<file path="src/rtl/lcd3w_serial_if.sv">
module lcd3w_serial_if #(
  parameter int AW = 6,
  parameter int DW = 4,
  parameter int CW = 9
) (
  input  logic          clk,
  input  logic          rst_n,
  input  logic          cs_n_i,
  input  logic          wr_clk_i,
  input  logic          rd_clk_i,
  input  logic          dat_i,
  output logic          dat_o,
  output logic          dat_oe_o,
  output logic          cmd_stb_o,
  output logic [CW-1:0] cmd_code_o,
  output logic          sys_dis_o,
  output logic          sys_en_o,
  output logic          lcd_off_o,
  output logic          lcd_on_o,
  output logic          bias_wr_o,
  output logic [1:0]    com_sel_o,
  output logic          bias_third_o,
  output logic          irq_dis_o,
  output logic          irq_en_o,
  output logic          tbase_wr_o,
  output logic [2:0]    tbase_sel_o
);
  localparam int DEPTH = 1 << AW;
  localparam int CBW   = $clog2(CW + 1);
  localparam int NBW   = $clog2(DW);
  localparam int RBW   = NBW + 1;

  typedef enum logic [2:0] {S_IDLE, S_ID, S_ADDR, S_RD, S_WDAT, S_CMD, S_DEAD} st_t;

  logic [2:0] cs_q, wr_q, rd_q, d_q;
  logic cs_s, din, wr_rise, rd_fall;

  always_ff @(posedge clk or negedge rst_n)
    if (!rst_n) begin
      cs_q <= '1; wr_q <= '1; rd_q <= '1; d_q <= '0;
    end else begin
      cs_q <= {cs_q[1:0], cs_n_i};
      wr_q <= {wr_q[1:0], wr_clk_i};
      rd_q <= {rd_q[1:0], rd_clk_i};
      d_q  <= {d_q[1:0], dat_i};
    end

  assign cs_s    = cs_q[1];
  assign din     = d_q[1];
  assign wr_rise = wr_q[1] & ~wr_q[2];
  assign rd_fall = ~rd_q[1] & rd_q[2];

  st_t            st;
  logic           rdmode, oe_q, dout_q, stb_q;
  logic [CBW-1:0] bcnt;
  logic [RBW-1:0] rbit;
  logic [AW-1:0]  addr;
  logic [CW-1:0]  sh, cmd_q;
  logic [DW-1:0]  wnib, wnib_nx;
  logic [DW-1:0]  mem [DEPTH];
  logic [2:0]     id_nx;

  assign id_nx = {sh[1:0], din};

  always_comb begin
    wnib_nx = wnib;
    wnib_nx[bcnt[NBW-1:0]] = din;
  end

  always_ff @(posedge clk or negedge rst_n)
    if (!rst_n) begin
      st <= S_IDLE; rdmode <= 1'b0; oe_q <= 1'b0; dout_q <= 1'b0; stb_q <= 1'b0;
      bcnt <= '0; rbit <= '0; addr <= '0; sh <= '0; cmd_q <= '0; wnib <= '0;
      for (int i = 0; i < DEPTH; i++) mem[i] <= '0;
    end else begin
      stb_q <= 1'b0;
      if (cs_s) begin
        st <= S_IDLE; oe_q <= 1'b0; bcnt <= '0; rbit <= '0;
      end else begin
        case (st)
          S_IDLE: begin st <= S_ID; bcnt <= '0; end
          S_ID: if (wr_rise) begin
            sh   <= {sh[CW-2:0], din};
            bcnt <= bcnt + 1'b1;
            if (bcnt == CBW'(2)) begin
              bcnt <= '0;
              case (id_nx)
                3'b110:  begin st <= S_ADDR; rdmode <= 1'b1; end
                3'b101:  begin st <= S_ADDR; rdmode <= 1'b0; end
                3'b100:  st <= S_CMD;
                default: st <= S_DEAD;
              endcase
            end
          end
          S_ADDR: if (wr_rise) begin
            addr <= {addr[AW-2:0], din};
            bcnt <= bcnt + 1'b1;
            if (bcnt == CBW'(AW - 1)) begin
              bcnt <= '0; rbit <= '0;
              st   <= rdmode ? S_RD : S_WDAT;
              oe_q <= rdmode;
            end
          end
          S_RD: if (rd_fall) begin
            dout_q <= mem[addr][rbit[NBW-1:0]];
            if (rbit == RBW'(DW - 1)) begin
              rbit <= '0; addr <= addr + 1'b1;
            end else rbit <= rbit + 1'b1;
          end
          S_WDAT: begin
            if (rd_fall && rbit < RBW'(DW)) begin
              dout_q <= mem[addr][rbit[NBW-1:0]];
              rbit   <= rbit + 1'b1;
              oe_q   <= 1'b1;
            end
            if (wr_rise) begin
              oe_q <= 1'b0;
              wnib <= wnib_nx;
              if (bcnt == CBW'(DW - 1)) begin
                mem[addr] <= wnib_nx;
                addr <= addr + 1'b1;
                bcnt <= '0; rbit <= '0;
              end else bcnt <= bcnt + 1'b1;
            end
          end
          S_CMD: if (wr_rise) begin
            sh <= {sh[CW-2:0], din};
            if (bcnt == CBW'(CW - 1)) begin
              cmd_q <= {sh[CW-2:0], din};
              stb_q <= 1'b1;
              bcnt  <= '0;
            end else bcnt <= bcnt + 1'b1;
          end
          default: ;
        endcase
      end
    end

  assign dat_o        = dout_q;
  assign dat_oe_o     = oe_q & ~cs_n_i;
  assign cmd_stb_o    = stb_q;
  assign cmd_code_o   = cmd_q;
  assign sys_dis_o    = stb_q && cmd_q[8:1] == 8'b0000_0000;
  assign sys_en_o     = stb_q && cmd_q[8:1] == 8'b0000_0001;
  assign lcd_off_o    = stb_q && cmd_q[8:1] == 8'b0000_0010;
  assign lcd_on_o     = stb_q && cmd_q[8:1] == 8'b0000_0011;
  assign bias_wr_o    = stb_q && cmd_q[8:5] == 4'b0010;
  assign irq_dis_o    = stb_q && cmd_q[8:6] == 3'b100 && !cmd_q[4];
  assign irq_en_o     = stb_q && cmd_q[8:6] == 3'b100 && cmd_q[4];
  assign tbase_wr_o   = stb_q && cmd_q[8:6] == 3'b101 && !cmd_q[4];
  assign com_sel_o    = cmd_q[4:3];
  assign bias_third_o = cmd_q[1];
  assign tbase_sel_o  = cmd_q[3:1];

  p_abort_r9: assert property (@(posedge clk) disable iff (!rst_n)
    cs_s |=> (st == S_IDLE && !oe_q && bcnt == '0));

  p_addr_step_r4: assert property (@(posedge clk) disable iff (!rst_n)
    (!cs_s && st == S_RD && rd_fall && rbit == RBW'(DW - 1)) |=> addr == $past(addr) + 1'b1);

  p_store_r2: assert property (@(posedge clk) disable iff (!rst_n)
    (!cs_s && st == S_WDAT && wr_rise && bcnt == CBW'(DW - 1)) |=> mem[$past(addr)] == $past(wnib_nx));

  p_stb_pulse_r6: assert property (@(posedge clk) disable iff (!rst_n)
    cmd_stb_o |=> !cmd_stb_o);

  p_onehot_r7: assert property (@(posedge clk) disable iff (!rst_n)
    $onehot0({sys_dis_o, sys_en_o, lcd_off_o, lcd_on_o, bias_wr_o, irq_dis_o, irq_en_o, tbase_wr_o}));

  p_dead_quiet_r10: assert property (@(posedge clk) disable iff (!rst_n)
    st == S_DEAD |-> (!oe_q && !stb_q));

  p_oe_phase_r11: assert property (@(posedge clk) disable iff (!rst_n)
    oe_q |-> (st == S_RD || st == S_WDAT));
endmodule

</file>
<file path="config.mk">
export PLATFORM = sky130hd
export DESIGN_NAME = lcd3w_serial_if
export DESIGN_NICKNAME = d
export VERILOG_FILES = /design/src/rtl/lcd3w_serial_if.sv
export SDC_FILE = /design/constraint.sdc
export NUM_CORES = 1
export LEC_CHECK = 0
export BUFFER_PORTS_ARGS = -buffer_cell sky130_fd_sc_hd__buf_2
export CELL_PAD_IN_SITES_DETAIL_PLACEMENT = 1
export CELL_PAD_IN_SITES_GLOBAL_PLACEMENT = 2
export CORE_UTILIZATION = 42
export CTS_CLUSTER_DIAMETER = 120
export DETAILED_ROUTE_END_ITERATION = 16
export GPL_TIMING_DRIVEN = 0
export PLACE_DENSITY = 0.86
export SLEW_MARGIN = 25
export SYNTH_ARGS = -nofsm -noshare
export SYNTH_HDL_FRONTEND = slang
export SYNTH_SLANG_ARGS = --single-unit
</file>
<file path="constraint.sdc">
create_clock -name clk -period 2.7 [get_ports clk]
set_clock_uncertainty 0.1 [all_clocks]
set_input_delay 0.27 -clock clk [delete_from_list [all_inputs] [get_ports clk]]
set_output_delay 0.27 -clock clk [all_outputs]
set_load 0.1 [all_outputs]
</file>
==> results.md <==
- Dpl hpwl: 33.1 mm
- GRT Total Usage: 0.287
- Vias in the first global route: 12,200
- Critical path's slowest cell: dfrtp_1
- Area grow syn2layout: 18.8%
- Post-synth EDFFs: 0
- Total CTS buffers: 35
- 1st-iter DRT viols: 901
- Violations in the final reports: setup timing
- Status: complete, but fails checks
- Largest area contributor in the netlist: dfrtp_1
- Clock latency on the worst-skew pair: 0.53 ns
- Diode count: 0
- # setup viols final: 3
- Core area: 33,800 um^2
- Tcrit/Tclk final: 1.07
- Routed wl met3: 2.91 mm
- Synth top area share: 0.516
- Pre-antenna DRT Iters: 7
- Met1 Wirelength: 21.5 mm
- Max Fclk: 347 MHz
- Initial antenna violation count: 0
- Worst path max stage delay: 0.41 ns
- #FFs+latches synth: 307
- Worst path bufs/invs: 4
- Synth top area cells: dfrtp_1 52%, nand2_1 7.9%, o21ai_1 7.7%
- Most common cell after layout, fill and taps aside: nand2_1
- Crit path max-delay family: compound AO/OA/AOI/OAI gates
- Fin Setup TNS: -0.390 ns
- Clock transition at path regs: 0.07 ns
- Synthesized instance count: 1,420
- Unique masters post-synth: 71
- Clock root buffer master: clkbuf_16
- CP Data Arrival Time: 3.20 ns
- Uppermost routed layer: met4
- Final Hold Viols: 0
- Most frequent cells in the layout: 297 x nand2_1, 292 x dfrtp_1, 225 x o21ai_1
- PwrDens: 829 nW/um^2
- Synth Cell Area: 14,500 um^2
- RSZ-0062 raised after global routing: true
- Worst Max-Slew Pin Slew: 0.789 ns
- Critical path data required time: 3.02 ns
- Core Rows: 67
- Die area: 35,300 um^2
- DRC: 0
- Largest net degree at the start of global routing: 70
- Vias/cell: 5.80
- Fin nets: 1,543
- Max-cap viol count: 0
- Worst ir drop on vdd: 504 uV
- Final slew viol count: 0
- Post-synth net total: 1,434
- Clock sink count: 307
- Classification of the worst setup path: flop to flop
- Async SR Flop Fraction: 1.00
- Met2 wire length: 23.4 mm
- Clk buf depth: 3
- I/O Buffers: 31
- CP dominant cell by count: buf_12
- Tmin final: 2.88 ns
- Slew margin rel.: 0.474
- Setup ws final: -0.181 ns
- Top FF cell, synth: dfrtp_1
- Critical Path Fanout Max: 10
- Crit path launch type: flop
- H-tree depth: 2
- Mean Syn Cell Area: 10.2 um^2
- Worst min path class: input port to async pin
- Total Wirelength: 49.4 mm
- Die Height: 188 um
- CP cell instances: buf_8 -> buf_12 -> buf_12 -> buf_4 -> a31oi_1 -> o21ai_0 -> a2bb2oi_1 -> o22ai_1 -> o41ai_1 -> a311o_1 -> nand3_1
- Final core occ: 0.510
- DP Worst Slack: -0.794 ns
- I/O pin count: 32
- First-pass GRT wire length: 76.2 mm
- Gp weighted congestion: 0.892
- Vias: 11,600
- Share of post-route cells with drive strength above 1: 0.222
- P_leak: 0.00807 uW
- CTS tree: built
- Ys Warns: 0
- Sequential area share after synthesis: 0.531
- Die Width: 188 um
- Detail Route Antenna Nets: 0
- Gr ovfl total: 0
- Initial Utilization: 0.429
- CP Capture Type: flop
- DR WL/cell: 24.7 um
==> path summary, 6_finish.rpt <==
path | to | from | cells past startpoint | slack [ns]
worst max register to register | dat_o | addr[0] | 11 | -0.18
worst min-delay path | mem[189] | rst_n | 2 | 0.20
worst max-delay path | dat_o | addr[0] | 11 | -0.18
worst min register to register | cs_q[1] | cs_q[0] | 0 | 0.26
min in group clk | cs_q[1] | cs_q[0] | 0 | 0.26
max in group asynchronous | mem[49] | rst_n | 5 | 0.85
==> per-stage QoR <==
| stage | total power, uW | cells | hold WS (ns) | area (um^2) |
|---|---|---|---|---|
| 6_report | 14300 | 2001 | 0.203 | 17200 |
| 3_3_place_gp | 8930 | 1899 | 0.239 | 15300 |
| 3_5_place_dp | 9020 | 1903 | 0.175 | 15400 |
| 4_1_cts | 14200 | 1977 | 0.222 | 16900 |
| 5_1_grt | 14700 | 2001 | 0.250 | 17200 |
| 2_1_floorplan | 7150 | 1420 | -0.126 | 14600 |
==> cells in the mapped netlist, drive strengths merged (9+ instances only) <==
library cell	n
dfrtp	299
o21ai	291
inv	15
a221oi	11
a22oi	42
clkbuf	45
nand3	12
nor2b	13
nor2	35
mux2i	28
nor3b	9
a31oi	9
mux4	13
mux2	36
a21oi	33
nor3	9
buf	38
nand2b	12
nand2	361
==> layout make-up <==
type,instances,area [um^2]
plain buffers,80,549
repair buffers,75,718
multi-input cells,1015,6480
well taps,448,561
fillers,3667,16600
clock buffers,49,1030
clock inverters,12,114
inverters,15,60.1
flip-flops and latches,307,7710
==> registers in the layout, indices dropped and copies added (netlist names) <==
signal,count
mem,256
cmd_code_o,9
sh,8
addr,6
bcnt,4
wnib,4
rbit,3
rd_q,3
st,3
wr_q,3
cs_q,2
d_q,2
cmd_stb_o,1
dat_o,1
oe_q,1
rdmode,1
==> per-layer routing <==
| metal | vias to the layer above | global-route usage |
|---|---|---|
| met5 | - | 0 |
| li1 | 5268 | - |
| met1 | 5876 | 0.393 |
| met2 | 364 | 0.465 |
| met3 | 94 | 0.0474 |
| met4 | 0 | 0.0938 |
==> where the power goes <==
part           internal [uW]  switching, uW  leakage, uW
clock network           2860           1970     0.000574
logic                   1240           3310      0.00328
registers               4720            168      0.00422
==> kinds of logic (layout without fill, tap and decap cells) <==
logic type,count (synthesis),in the layout,synth area share
XOR/XNOR,1,1,0.000604
buffers and inverters,98,231,0.0333
adder cells (fa/ha/maj),8,8,0.00691
multiplexers,77,77,0.0680
AO/OA/AOI/OAI,446,446,0.180
AND/OR/NAND/NOR,483,483,0.181
flip-flops,307,307,0.531
==> repair_timing <==
item	in CTS	in global routing
resized for setup	73	24
endpoints found under the hold margin	72	0
endpoints found under the setup margin	115	264
hold buffers	5	0
buffers inserted	11	24
pin swaps	8	10
No activity file was read; power rests on OpenSTA's default activity.
